[config.mk]
export PLATFORM = sky130hd
export DESIGN_NAME = pccfg_regfile
export DESIGN_NICKNAME = d
export VERILOG_FILES = /design/src/rtl/pccfg_pkg.sv /design/src/rtl/pccfg_decode.sv /design/src/rtl/pccfg_irq_shaper.sv /design/src/rtl/pccfg_regfile.sv
export SDC_FILE = /design/constraint.sdc
export NUM_CORES = 1
export LEC_CHECK = 0
export ABC_AREA = 1
export BUFFER_PORTS_ARGS = -buffer_cell sky130_fd_sc_hd__buf_2
export CORE_MARGIN = 2
export CORE_UTILIZATION = 25
export DETAILED_ROUTE_END_ITERATION = 6
export PLACE_DENSITY = 0.54
export SLEW_MARGIN = 0
export SYNTH_ARGS = -nofsm -noshare
export SYNTH_HDL_FRONTEND = slang
export SYNTH_SLANG_ARGS = --single-unit
[constraint.sdc]
create_clock -name clk -period 1.6 [get_ports clk]
set_input_delay 0.24 -clock clk [delete_from_list [all_inputs] [get_ports clk]]
set_output_delay 0.24 -clock clk [all_outputs]
set_load 0.01 [all_outputs]
[src/rtl/pccfg_pkg.sv]
package pccfg_pkg;

   typedef struct packed {
      logic io8;
      logic wake;
      logic scratch;
      logic pdreq;
   } stat_t;

   // status image: reserved bits forced to zero, power-down gated by confirm
   function automatic logic [7:0] stat_image(stat_t s, logic pd_ok);
      stat_image = {2'b00, s.io8, s.wake, s.scratch, s.pdreq & pd_ok, 2'b00};
   endfunction

endpackage

[src/rtl/pccfg_decode.sv]
module pccfg_decode #(
   parameter int unsigned ADDR_W   = 12,
   parameter int unsigned OPT_ADDR = 32'h800
) (
   input  logic              reg_sel,
   input  logic              ce,
   input  logic              we,
   input  logic [ADDR_W-1:0] addr,
   output logic              wr_opt,
   output logic              wr_stat,
   output logic              rd_opt,
   output logic              rd_stat
);
   localparam logic [ADDR_W-1:0] OPT_A  = ADDR_W'(OPT_ADDR);
   localparam logic [ADDR_W-1:0] STAT_A = ADDR_W'(OPT_ADDR + 2);

   generate
      if (OPT_ADDR % 2 != 0) begin : g_bad_align
         $error("OPT_ADDR must be even");
      end
      if (OPT_ADDR + 2 >= (64'd1 << ADDR_W)) begin : g_bad_range
         $error("register window does not fit ADDR_W");
      end
   endgenerate

   logic acc_wr, acc_rd;

   always_comb begin
      acc_wr  = reg_sel & ce & we;
      acc_rd  = reg_sel & ce & ~we;
      wr_opt  = acc_wr & (addr == OPT_A);
      wr_stat = acc_wr & (addr == STAT_A);
      rd_opt  = acc_rd & (addr == OPT_A);
      rd_stat = acc_rd & (addr == STAT_A);
   end

endmodule

[src/rtl/pccfg_irq_shaper.sv]
module pccfg_irq_shaper #(
   parameter int unsigned PULSE_W = 4
) (
   input  logic clk,
   input  logic rst_ext,
   input  logic lvl,
   input  logic req,
   output logic irq
);
   localparam int unsigned CNT_W = $clog2(PULSE_W + 1);

   generate
      if (PULSE_W < 1) begin : g_bad_width
         $error("PULSE_W must be at least 1");
      end
   endgenerate

   logic req_d;
   logic rise;
   logic pulse;

   assign rise = req & ~req_d;

   always_ff @(posedge clk) begin
      if (rst_ext) req_d <= 1'b0;
      else         req_d <= req;
   end

   generate
      if (PULSE_W == 1) begin : g_single
         logic p_q;
         always_ff @(posedge clk) begin
            if (rst_ext) p_q <= 1'b0;
            else         p_q <= rise;
         end
         assign pulse = p_q;
      end else begin : g_count
         logic [CNT_W-1:0] cnt_q;
         always_ff @(posedge clk) begin
            if (rst_ext)             cnt_q <= '0;
            else if (rise)           cnt_q <= CNT_W'(PULSE_W);
            else if (cnt_q != '0)    cnt_q <= cnt_q - 1'b1;
         end
         assign pulse = (cnt_q != '0);
      end
   endgenerate

   assign irq = lvl ? req : pulse;


   pulse_start_chk: assert property (@(posedge clk) disable iff (rst_ext)
      (!lvl && $rose(req)) |=> (irq || lvl));

endmodule

[src/rtl/pccfg_regfile.sv]
module pccfg_regfile
   import pccfg_pkg::*;
#(
   parameter int unsigned ADDR_W   = 12,
   parameter int unsigned OPT_ADDR = 32'h800,
   parameter int unsigned PULSE_W  = 4
) (
   input  logic              clk,
   input  logic              rst_ext,
   input  logic              reg_sel,
   input  logic              ce,
   input  logic              we,
   input  logic [ADDR_W-1:0] addr,
   input  logic [7:0]        wdata,
   output logic [7:0]        rdata,
   input  logic              irq_req,
   input  logic              fw_chg_bit,
   input  logic              chg_fn_sel,
   input  logic              pd_entered,
   output logic              dev_rst,
   output logic              io_en,
   output logic              lvl_mode,
   output logic              irq_o,
   output logic              chg_pin,
   output logic              pd_req
);
   logic        wr_opt, wr_stat, rd_opt, rd_stat;
   logic [7:0]  opt_q;
   stat_t       stat_q;

   pccfg_decode #(.ADDR_W(ADDR_W), .OPT_ADDR(OPT_ADDR)) u_dec (
      .reg_sel (reg_sel),
      .ce      (ce),
      .we      (we),
      .addr    (addr),
      .wr_opt  (wr_opt),
      .wr_stat (wr_stat),
      .rd_opt  (rd_opt),
      .rd_stat (rd_stat)
   );

   always_ff @(posedge clk) begin
      if (rst_ext) begin
         opt_q  <= 8'h00;
         stat_q <= '0;
      end else begin
         if (wr_opt) opt_q <= wdata;
         if (wr_stat) begin
            stat_q.io8     <= wdata[5];
            stat_q.wake    <= wdata[4];
            stat_q.scratch <= wdata[3];
            stat_q.pdreq   <= wdata[2];
         end
      end
   end

   always_comb begin
      if (rd_opt)       rdata = opt_q;
      else if (rd_stat) rdata = stat_image(stat_q, pd_entered);
      else              rdata = 8'h00;
   end

   assign dev_rst  = rst_ext | opt_q[7];
   assign lvl_mode = opt_q[6];
   assign io_en    = |opt_q[5:0];
   assign pd_req   = stat_q.pdreq;
   assign chg_pin  = chg_fn_sel ? ~(stat_q.wake & fw_chg_bit) : fw_chg_bit;

   pccfg_irq_shaper #(.PULSE_W(PULSE_W)) u_irq (
      .clk     (clk),
      .rst_ext (rst_ext),
      .lvl     (opt_q[6]),
      .req     (irq_req),
      .irq     (irq_o)
   );


   srst_hold_chk: assert property (@(posedge clk) disable iff (rst_ext)
      !wr_opt |=> $stable(dev_rst));


   rsvd_zero_chk: assert property (@(posedge clk) disable iff (rst_ext)
      rd_stat |-> (rdata[7:6] == 2'b00 && rdata[1:0] == 2'b00));


   pd_gate_chk: assert property (@(posedge clk) disable iff (rst_ext)
      (rd_stat && !pd_req) |-> !rdata[2]);


   odd_read_chk: assert property (@(posedge clk) disable iff (rst_ext)
      (reg_sel && ce && !we && addr[0]) |-> (rdata == 8'h00));


   chg_idle_chk: assert property (@(posedge clk) disable iff (rst_ext)
      (chg_fn_sel && !fw_chg_bit) |-> chg_pin);

endmodule

==> results of run 1 <==
==> state kept, by name, summed over array words and instances (netlist names) <==
signal and count:
u_irq.g_count.cnt_q 3, stat_q 3, pd_req 1, opt_q 8, u_irq.req_d 1
==> final cells by class <==
cell class                 count  area [um2]  share of cell area
tap                           50       62.56             0.04230
sequential                    16       321.6              0.2174
inverter                      47       176.4              0.1193
timing repair buffer          51       307.8              0.2081
multi-input combinational    107       555.5              0.3756
clock buffer                   4       55.05             0.03723
==> worst reg2reg max path: cells and delay by family (launching register included) <==
family,cells,cell delay (ns)
compound gates,1,0.15
fa+ha+maj,2,0.37
buf+inv,4,0.21
flops,1,0.32
simple gates,1,0.03
==> cells by family after synthesis <==
group | after synthesis | share of synthesized area
and+or+nand+nor | 95 | 0.4176
buffers and inverters | 52 | 0.2000
DFF | 16 | 0.2994
AOI/OAI and AO/OA | 8 | 0.03977
adders and majority gates | 3 | 0.03509
xor gates and xnor gates | 1 | 0.008189
==> layer usage <==
layer	GRT usage	wire length (um)
met1	0.1537	1361
met2	0.1891	1186
met3	0.02180	119
met4	0.03922	53
met5	0	0
==> power by group <==
group	leakage, nW	internal, mW	switching [mW]	total [mW]
combinational	0.625	0.0942	0.104	0.198
clock	0.0288	0.219	0.144	0.363
sequential	0.130	0.413	0.00755	0.420
total	0.784	0.725	0.255	0.981
==> cells in the final DEF, fill, tap and decap left out, types with 3 or more instances in the layout <==
cell type	instances
inv_1	47
buf_2	42
nand2_1	41
nor2_1	26
nand4_1	16
dfxtp_1	15
buf_4	7
o21ai_1	4
clkbuf_8	4
nand3_1	3
==> final timing paths <==
| kind | start | slack, ns | to | depth (start not counted) |
|---|---|---|---|---|
| max | u_irq.g_count.cnt_q[0] | 0.08 | irq_o | 5 |
| min | rst_ext | 0.15 | u_irq.req_d | 2 |
| max reg2reg | u_irq.g_count.cnt_q[0] | 0.42 | u_irq.g_count.cnt_q[2] | 8 |
| min reg2reg | u_irq.g_count.cnt_q[0] | 0.51 | u_irq.g_count.cnt_q[0] | 2 |
==> timing repair <==
action	4_1_cts	5_1_grt
setup endpoints to repair	1	8
gates resized for setup	1	4
gates cloned	0	1
setup buffers	0	1
pin swaps	0	1
==> results.yml, run 1 <==
outcome:
  status: "finished clean"
critical_path:
  required_ns: 1.36
  cp.buffers_inverters: 2
  crit_path_end_kind: "output pin"
  slowest_delay_ns: 0.33
  crit_type: "reg2out"
  path_cells: "inv_1, ha_2, ha_4, o21ai_0, buf_2"
  worstPathArrival_ns: 1.28
  cp_slowest_cell: "dfxtp_2"
  cp-start-kind: "flop"
  cp_top_family: "adder cells"
  path_max_fanout: 6
power_and_ir_drop:
  vdd_drop_max_v: 0.0002736
  powerDensity_nw_per_um2: 663.2
  p_leak_nw: 0.7837
  power_uw: 980.8
die:
  fp-row-count: 23
  dieHeight_um: 69.42
  core-area_um2: 4058
  dieArea_um2: 4818
  start_util: 0.2636
  die_w_um: 69.42
  pin_count: 43
placed_design:
  gp_congestion: 0.7328
  post-place-ws_ns: 0.1127
  numPortBuffers: 42
  dpl_cell_area_um2: 1370
  dp_hpwl_um: 2091
  dp_cells: 269
synth:
  ys.flop_type: "dfxtp_1"
  yosys.area.top_type: "dfxtp_1"
  netlist_instances: 175
  synth.avg_cell_area_um2: 6.113
  yosysTopAreaCellShare: 0.2994
  synth.distinct_cells: 21
  ys_seq_elements: 16
  netlist_top_cells_count: "47 x inv_1, 41 x nand2_1, 26 x nor2_1"
  yosysMostFrequentCell: "inv_1"
  yosysWarnings: 0
  syn-cell-area_um2: 1070
  yosysSeqAreaShare: 0.2994
  synthArstFlopShare: 0
  synth_edf_count: 0
  synth_area_leaders: "dfxtp_1 30%, inv_1 16%, nand2_1 14%"
  postSynthNetCount: 207
timing:
  final.setup.tns_ns: 0
  min_period_ns: 1.519
  period_share: 0.9493
  hold_violations: 0
  finalSetupViolations: 0
  grt_setup_unrepaired: "true"
  slew_headroom: 0.7952
  fmax_mhz: 658.4
  holdWs_ns: 0.1517
  fin_worst_skew_ns: 0.0004542
  finalMaxSlewViolations: 0
  tightest_slew_ns: 0.3044
  fin_ws_ns: 0.08110
worst_hold_path:
  hp-class: "in2reg"
cts:
  cts_tree: "built"
  clock_latency_ns: 0.25
  clock_path_buffers: 2
  holdBufCountCts: 0
  clk_pin_slew_ns: 0.06
  htreeDepth: 1
  cts_buffers: 3
  cts_root_buffer: "clkbuf_8"
  cts_sinks: 16
detailed_routing:
  drcViolationCount: 0
  finalWirelength_um: 2719
  vias_per_cell: 4.124
  drtIter0Drc: 41
  vias: 1134
  ant_nets: 0
  routedWlPerCell_um: 9.887
  dr.pass1.iters: 4
global_route:
  grt_pass1_wl_um: 4657
  grt_max_degree: 21
  grt_usage: 0.1162
  antenna_found_initial: 0
  globalRouteOverflowTotal: 0
  grt_pass1_vias: 1065
cells_and_area:
  final_nets: 258
  antenna_cells: 0
  drive_gt1_frac: 0.2933
  fillers: 446
  stdcell_area_um2: 1479
  area_delta_synth_final_pct: 38.25
  postLayoutCoreUtil: 0.3645
  stdcell_count: 275
run:
  cap_violations: 0
Power figures use the tool's default switching activity.
==> run 2: changes to the inputs <==
SETUP_SLACK_MARGIN = 0.5   (was not set)
==> run 2 against run 1 <==
  * Worst hold slack better by 0.0028 ns
  * Total power rose by 9.3%
  * Register-to-register slack worse by 0.11 ns
  * Flip-flop and latch count unchanged
  * Combinational power up 41%
  * Critical endpoint unchanged
==> results.yml, run 2 (synthesis gave the netlist of run 1 again) <==
placed_design:
  numPortBuffers: 42
  dp_hpwl_um: 2118
  gp_congestion: 0.7895
  dpl_cell_area_um2: 1474
power_and_ir_drop:
  power_mw: 1.072
  power.switching_uw: 296.4
  internal-power_uw: 775.8
  powerDensity_nw_per_um2: 598.8
  comb_power_share: 0.261
  vdd_drop_max_v: 0.0003080
  p_leak_nw: 0.8713
  seqPwrFrac: 0.394
  clkPwrFrac: 0.345
  swShare: 0.2765
cts:
  holdBufCountCts: 0
  clk_pin_slew_ns: 0.07
  cts_tree: "built"
  cts_root_buffer: "clkbuf_8"
  clock_path_buffers: 2
  cts_sinks: 16
  cts_buffers: 3
  htreeDepth: 1
  clock_latency_ns: 0.25
die:
  die_w_um: 69.42
  dieArea_um2: 4818
  core-area_um2: 4058
  start_util: 0.2636
  pin_count: 43
  fp-row-count: 23
  dieHeight_um: 69.42
cells_and_area:
  area_delta_synth_final_pct: 67.37
  largestRegisters: "opt_q: 8 flops, stat_q: 3 flops, u_irq.g_count.cnt_q: 3 flops"
  antenna_cells: 0
  final_nets: 267
  multi_input_area_um2: 726.9
  fillers: 407
  largest_reg_flops: 8
  postLayoutCoreUtil: 0.4413
  stdcell_area_um2: 1790
  largest-register: "opt_q"
  final_common_cell: "inv_1"
  layout_common_cells: "39 x inv_1, 31 x buf_2, 29 x nand2_1"
  drive_gt1_frac: 0.5000
  seq_area_um2: 326.6
critical_path:
  path_max_fanout: 2
  crit_type: "reg2out"
  reg2reg_depth: 9
  required_ns: 1.36
  crit_path_end_kind: "output pin"
  worstPathArrival_ns: 1.17
  cp-start-kind: "flop"
timing:
  fmax_mhz: 709.2
  grt_setup_unrepaired: "true"
  final.setup.tns_ns: 0
  hold_violations: 0
  min_period_ns: 1.410
  period_share: 0.8812
  finalMaxSlewViolations: 0
  fin_worst_skew_ns: 0.0001455
  slew_headroom: 0.7705
  tightest_slew_ns: 0.3438
  finalSetupViolations: 0
detailed_routing:
  drcViolationCount: 0
  vias: 1199
  ant_nets: 0
  dr.pass1.iters: 4
  routedWlPerCell_um: 9.923
  vias_per_cell: 4.222
  drtIter0Drc: 25
  finalWirelength_um: 2818
worst_hold_path:
  worstHoldPathCells: 2
  hp-class: "in2reg"
run:
  cap_violations: 0
global_route:
  antenna_found_initial: 0
  grt_usage: 0.1230
  grt_max_degree: 10
  grt_pass1_vias: 1119
  grt_pass1_wl_um: 4892
  globalRouteOverflowTotal: 0
outcome:
  status: "finished clean"
-- run 2: cell count changes in the layout (fill, tap and decap cells not counted), sizes merged --
cell / before / now
buf: 50 / 60
clkbuf: 5 / 4
-- run 2: through the flow --
step	instances	setup WS [ns]	hold WS, ns
floorplan	175	0.4123	0.3121
global placement	269	0.1178	0.4333
detailed placement	269	0.1225	0.4271
CTS	281	0.1764	0.1562
global route	284	0.1457	0.1481
finish	284	0.1900	0.1545
-- run 2: path summary, 6_finish.rpt --
check / startpoint / end / slack, ns
setup / recovery: u_irq.g_count.cnt_q[0] / irq_o / 0.19
hold / removal: rst_ext / u_irq.req_d / 0.15
setup reg to reg: u_irq.g_count.cnt_q[0] / u_irq.g_count.cnt_q[2] / 0.31
hold reg to reg: u_irq.g_count.cnt_q[1] / u_irq.g_count.cnt_q[1] / 0.49
-- run 2: what timing repair did --
item | 4_1_cts | 5_1_grt
endpoints found under the setup margin | 21 | 27
buffers inserted | 8 | 3
gates resized for setup | 21 | 28
pin swaps | 13 | 18
-- run 2: final cells by class --
cell class / instances / share of cell area
Multi-Input combinational cell: 107 / 0.4060
Timing Repair Buffer: 60 / 0.2446
Sequential cell: 16 / 0.1824
Inverter: 47 / 0.1013
Tap cell: 50 / 0.03494
Clock buffer: 4 / 0.03075
-- run 2: power groups by stage --
stage | Clock [mW] | Sequential, mW | Combinational, mW
final | 0.370 | 0.423 | 0.279
after global routing | 0.395 | 0.424 | 0.309
after CTS | 0.377 | 0.422 | 0.232
after detailed placement | 0 | 0.428 | 0.211
after global placement | 0 | 0.428 | 0.208
after floorplan | 0 | 0.426 | 0.139
-- run 2: routing by layer --
layer | GRT usage | routed length (um) | vias to the layer above
met5 | 0 | 0 | -
met4 | 0.03704 | 40 | 0
met3 | 0.02326 | 96 | 6
met2 | 0.2190 | 1475 | 24
met1 | 0.1489 | 1206 | 521
li1 | - | - | 648
-- run 2: worst max-delay path, stage by stage, from the launching register on --
cell and delay [ns]:
dfxtp_2 0.34, inv_2 0.04, ha_4 0.16, ha_4 0.15, o21ai_2 0.09, buf_2 0.14
==> run 3: changes to the inputs <==
ABC_AREA = not set   (was 1)
CORE_MARGIN = not set   (was 2)
PLACE_DENSITY = 0.55   (was 0.54)
==> run 3 against run 2 <==
  * Setup slack worse by 0.14 ns
  * Critical endpoint is now rdata[7]
  * Core utilization is 1.4 points lower
  * Combinational power is 28% higher
  * Synthesized cell count is 43% lower
  * Clock-buffer cell count stayed put
  * Die area is 14% lower
  * Design area is 12% lower
==> results.yml, run 3 <==
outcome:
  status: "finished clean"
timing:
  period_share: 0.9661
  fmax_mhz: 646.9
  finalMaxSlewViolations: 0
  tightest_slew_ns: 0.2884
  fin_ws_ns: 0.05423
  fin_worst_skew_ns: 0.0002605
  grt_setup_unrepaired: "true"
  finalSetupViolations: 0
  min_period_ns: 1.546
  hold_violations: 0
  slew_headroom: 0.8063
  final.setup.tns_ns: 0
critical_path:
  crit_start: "addr[4]"
  reg2reg_depth: 8
  path_max_fanout: 8
  regToRegEndpoint: "u_irq.g_count.cnt_q[2]"
  required_ns: 1.36
  rrSetupSlack_ns: 0.31
  crit_end: "rdata[7]"
  crit_type: "in2out"
  path_cells: "buf_8, nor4_4, nand4_4, nor3b_2, buf_2"
  cp-start-kind: "input port"
  worstPathArrival_ns: 1.31
  r2r-start: "u_irq.g_count.cnt_q[1]"
  cp_slowest_cell: "nor4_4"
  slowest_delay_ns: 0.33
  crit_path_end_kind: "output pin"
power_and_ir_drop:
  swShare: 0.2682
  clkPwrFrac: 0.315
  powerDensity_nw_per_um2: 722.7
  p_leak_nw: 0.6994
  power_mw: 1.140
  power.switching_uw: 305.8
  seqPwrFrac: 0.372
  internal-power_uw: 834.3
  vdd_drop_max_v: 0.0004369
  comb_power_share: 0.312
detailed_routing:
  drtIter0Drc: 16
  vias_per_cell: 4.345
  finalWirelength_um: 2572
  routedWlPerCell_um: 12.49
  vias: 895
  ant_nets: 0
  dr.pass1.iters: 2
  drcViolationCount: 0
synth:
  synth.avg_cell_area_um2: 9.769
  syn-cell-area_um2: 967.2
  ys.flop_type: "dfxtp_1"
  synth.distinct_cells: 28
  yosysTopAreaCellShare: 0.3312
  netlist_top_cells_count: "21 x nand2b_1, 16 x dfxtp_1, 15 x mux2i_1"
  yosys.area.top_type: "dfxtp_1"
  synthArstFlopShare: 0
  synth_edf_count: 0
  synth_area_leaders: "dfxtp_1 33%, mux2i_1 16%, nand2b_1 14%"
  ys_seq_elements: 16
  postSynthNetCount: 131
  yosysMostFrequentCell: "nand2b_1"
  netlist_instances: 99
  yosysSeqAreaShare: 0.3312
  yosysWarnings: 0
worst_hold_path:
  hp-class: "in2reg"
global_route:
  grt_pass1_vias: 866
  globalRouteOverflowTotal: 0
  antenna_found_initial: 0
  grt_max_degree: 21
  grt_usage: 0.1186
  grt_pass1_wl_um: 3732
cts:
  cts_root_buffer: "clkbuf_8"
  cts_tree: "built"
  clock_latency_ns: 0.25
  htreeDepth: 1
  cts_sinks: 16
  clock_path_buffers: 2
  clk_pin_slew_ns: 0.06
  holdBufCountCts: 0
  cts_buffers: 3
placed_design:
  dp_cells: 191
  dp_hpwl_um: 1844
  gp_congestion: 0.7487
  numPortBuffers: 42
  post-place-ws_ns: 0.04905
cells_and_area:
  postLayoutCoreUtil: 0.4277
  layout_common_cells: "37 x buf_2, 21 x nand2b_1, 15 x mux2i_1"
  drive_gt1_frac: 0.6076
  stdcell_count: 206
  final_common_cell: "buf_2"
  largestRegisters: "opt_q: 8 flops, stat_q: 3 flops, u_irq.g_count.cnt_q: 3 flops"
  final_nets: 191
  antenna_cells: 0
  largest-register: "opt_q"
  largest_reg_flops: 8
  area_delta_synth_final_pct: 63.13
die:
  core-area_um2: 3689
  die_w_um: 64.20
  start_util: 0.2622
  dieArea_um2: 4122
  pin_count: 43
  fp-row-count: 22
  dieHeight_um: 64.20
run:
  cap_violations: 0
-- run 3: changes by cell type in the layout (fill, tap and decap cells not counted), moves of 11 or more --
cell,delta
inv_1,-38
nand2_1,-27
nand2b_1,+21
nand4_1,-16
mux2i_1,+15
nor2_1,-12
nand2_2,-11
-- run 3: how the worst min path moves through the flow --
stage	from	end	cells after the start
3_5_place_dp	stat_q[3]	stat_q[3]	2
4_1_cts	irq_req	u_irq.req_d	2
2_1_floorplan	irq_req	u_irq.req_d	1
3_3_place_gp	stat_q[3]	stat_q[3]	2
6_report	irq_req	u_irq.req_d	2
5_1_grt	wdata[7]	opt_q[7]	3
-- run 3: routing by layer --
| layer | wire length (um) | global-route usage | up-vias |
|---|---|---|---|
| li1 | - | - | 455 |
| met3 | 149 | 0.02143 | 3 |
| met1 | 1069 | 0.1345 | 406 |
| met5 | 0 | 0 | - |
| met4 | 28 | 0.04167 | 0 |
| met2 | 1324 | 0.2194 | 31 |
-- run 3: kinds of logic after synthesis --
group,synth area share
compound gates,0.03105
xor+xnor,0.009057
fa+ha+maj,0.03881
buf+inv,0.04269
flops,0.3312
mux,0.1552
simple gates,0.3920
-- run 3: per-stage QoR --
stage | area, um2 | hold WS (ns)
floorplan | 978.4 | 0.3682
global placement | 1267 | 0.4605
detailed placement | 1267 | 0.4722
CTS | 1454 | 0.2241
global route | 1578 | 0.2390
finish | 1578 | 0.2255
-- run 3: power groups by stage --
stage,registers [mW],logic [mW],clock network [mW]
5_1_grt,0.425,0.384,0.400
2_1_floorplan,0.426,0.107,0
6_report,0.424,0.356,0.359
3_3_place_gp,0.427,0.175,0
3_5_place_dp,0.428,0.187,0
4_1_cts,0.421,0.229,0.376
-- run 3: worst max-delay path, delay by kind of cell --
kind	cells	cell delay [ns]
buffers and inverters	2	0.25
AND/OR/NAND/NOR	3	0.80
-- run 3: layout make-up --
cell class | count | area (um2)
Fill cell | 375 | 2111
Multi-Input combinational cell | 75 | 716.9
Timing Repair Buffer | 59 | 399.1
Sequential cell | 16 | 329.1
Tap cell | 48 | 60.06
Clock buffer | 4 | 55.05
Inverter | 4 | 17.52
-- run 3: repair_timing --
item,CTS,global route
setup buffers,3,8
gates cloned,0,0
pin swaps,7,10
setup endpoints to repair,27,28
resized for setup,26,18
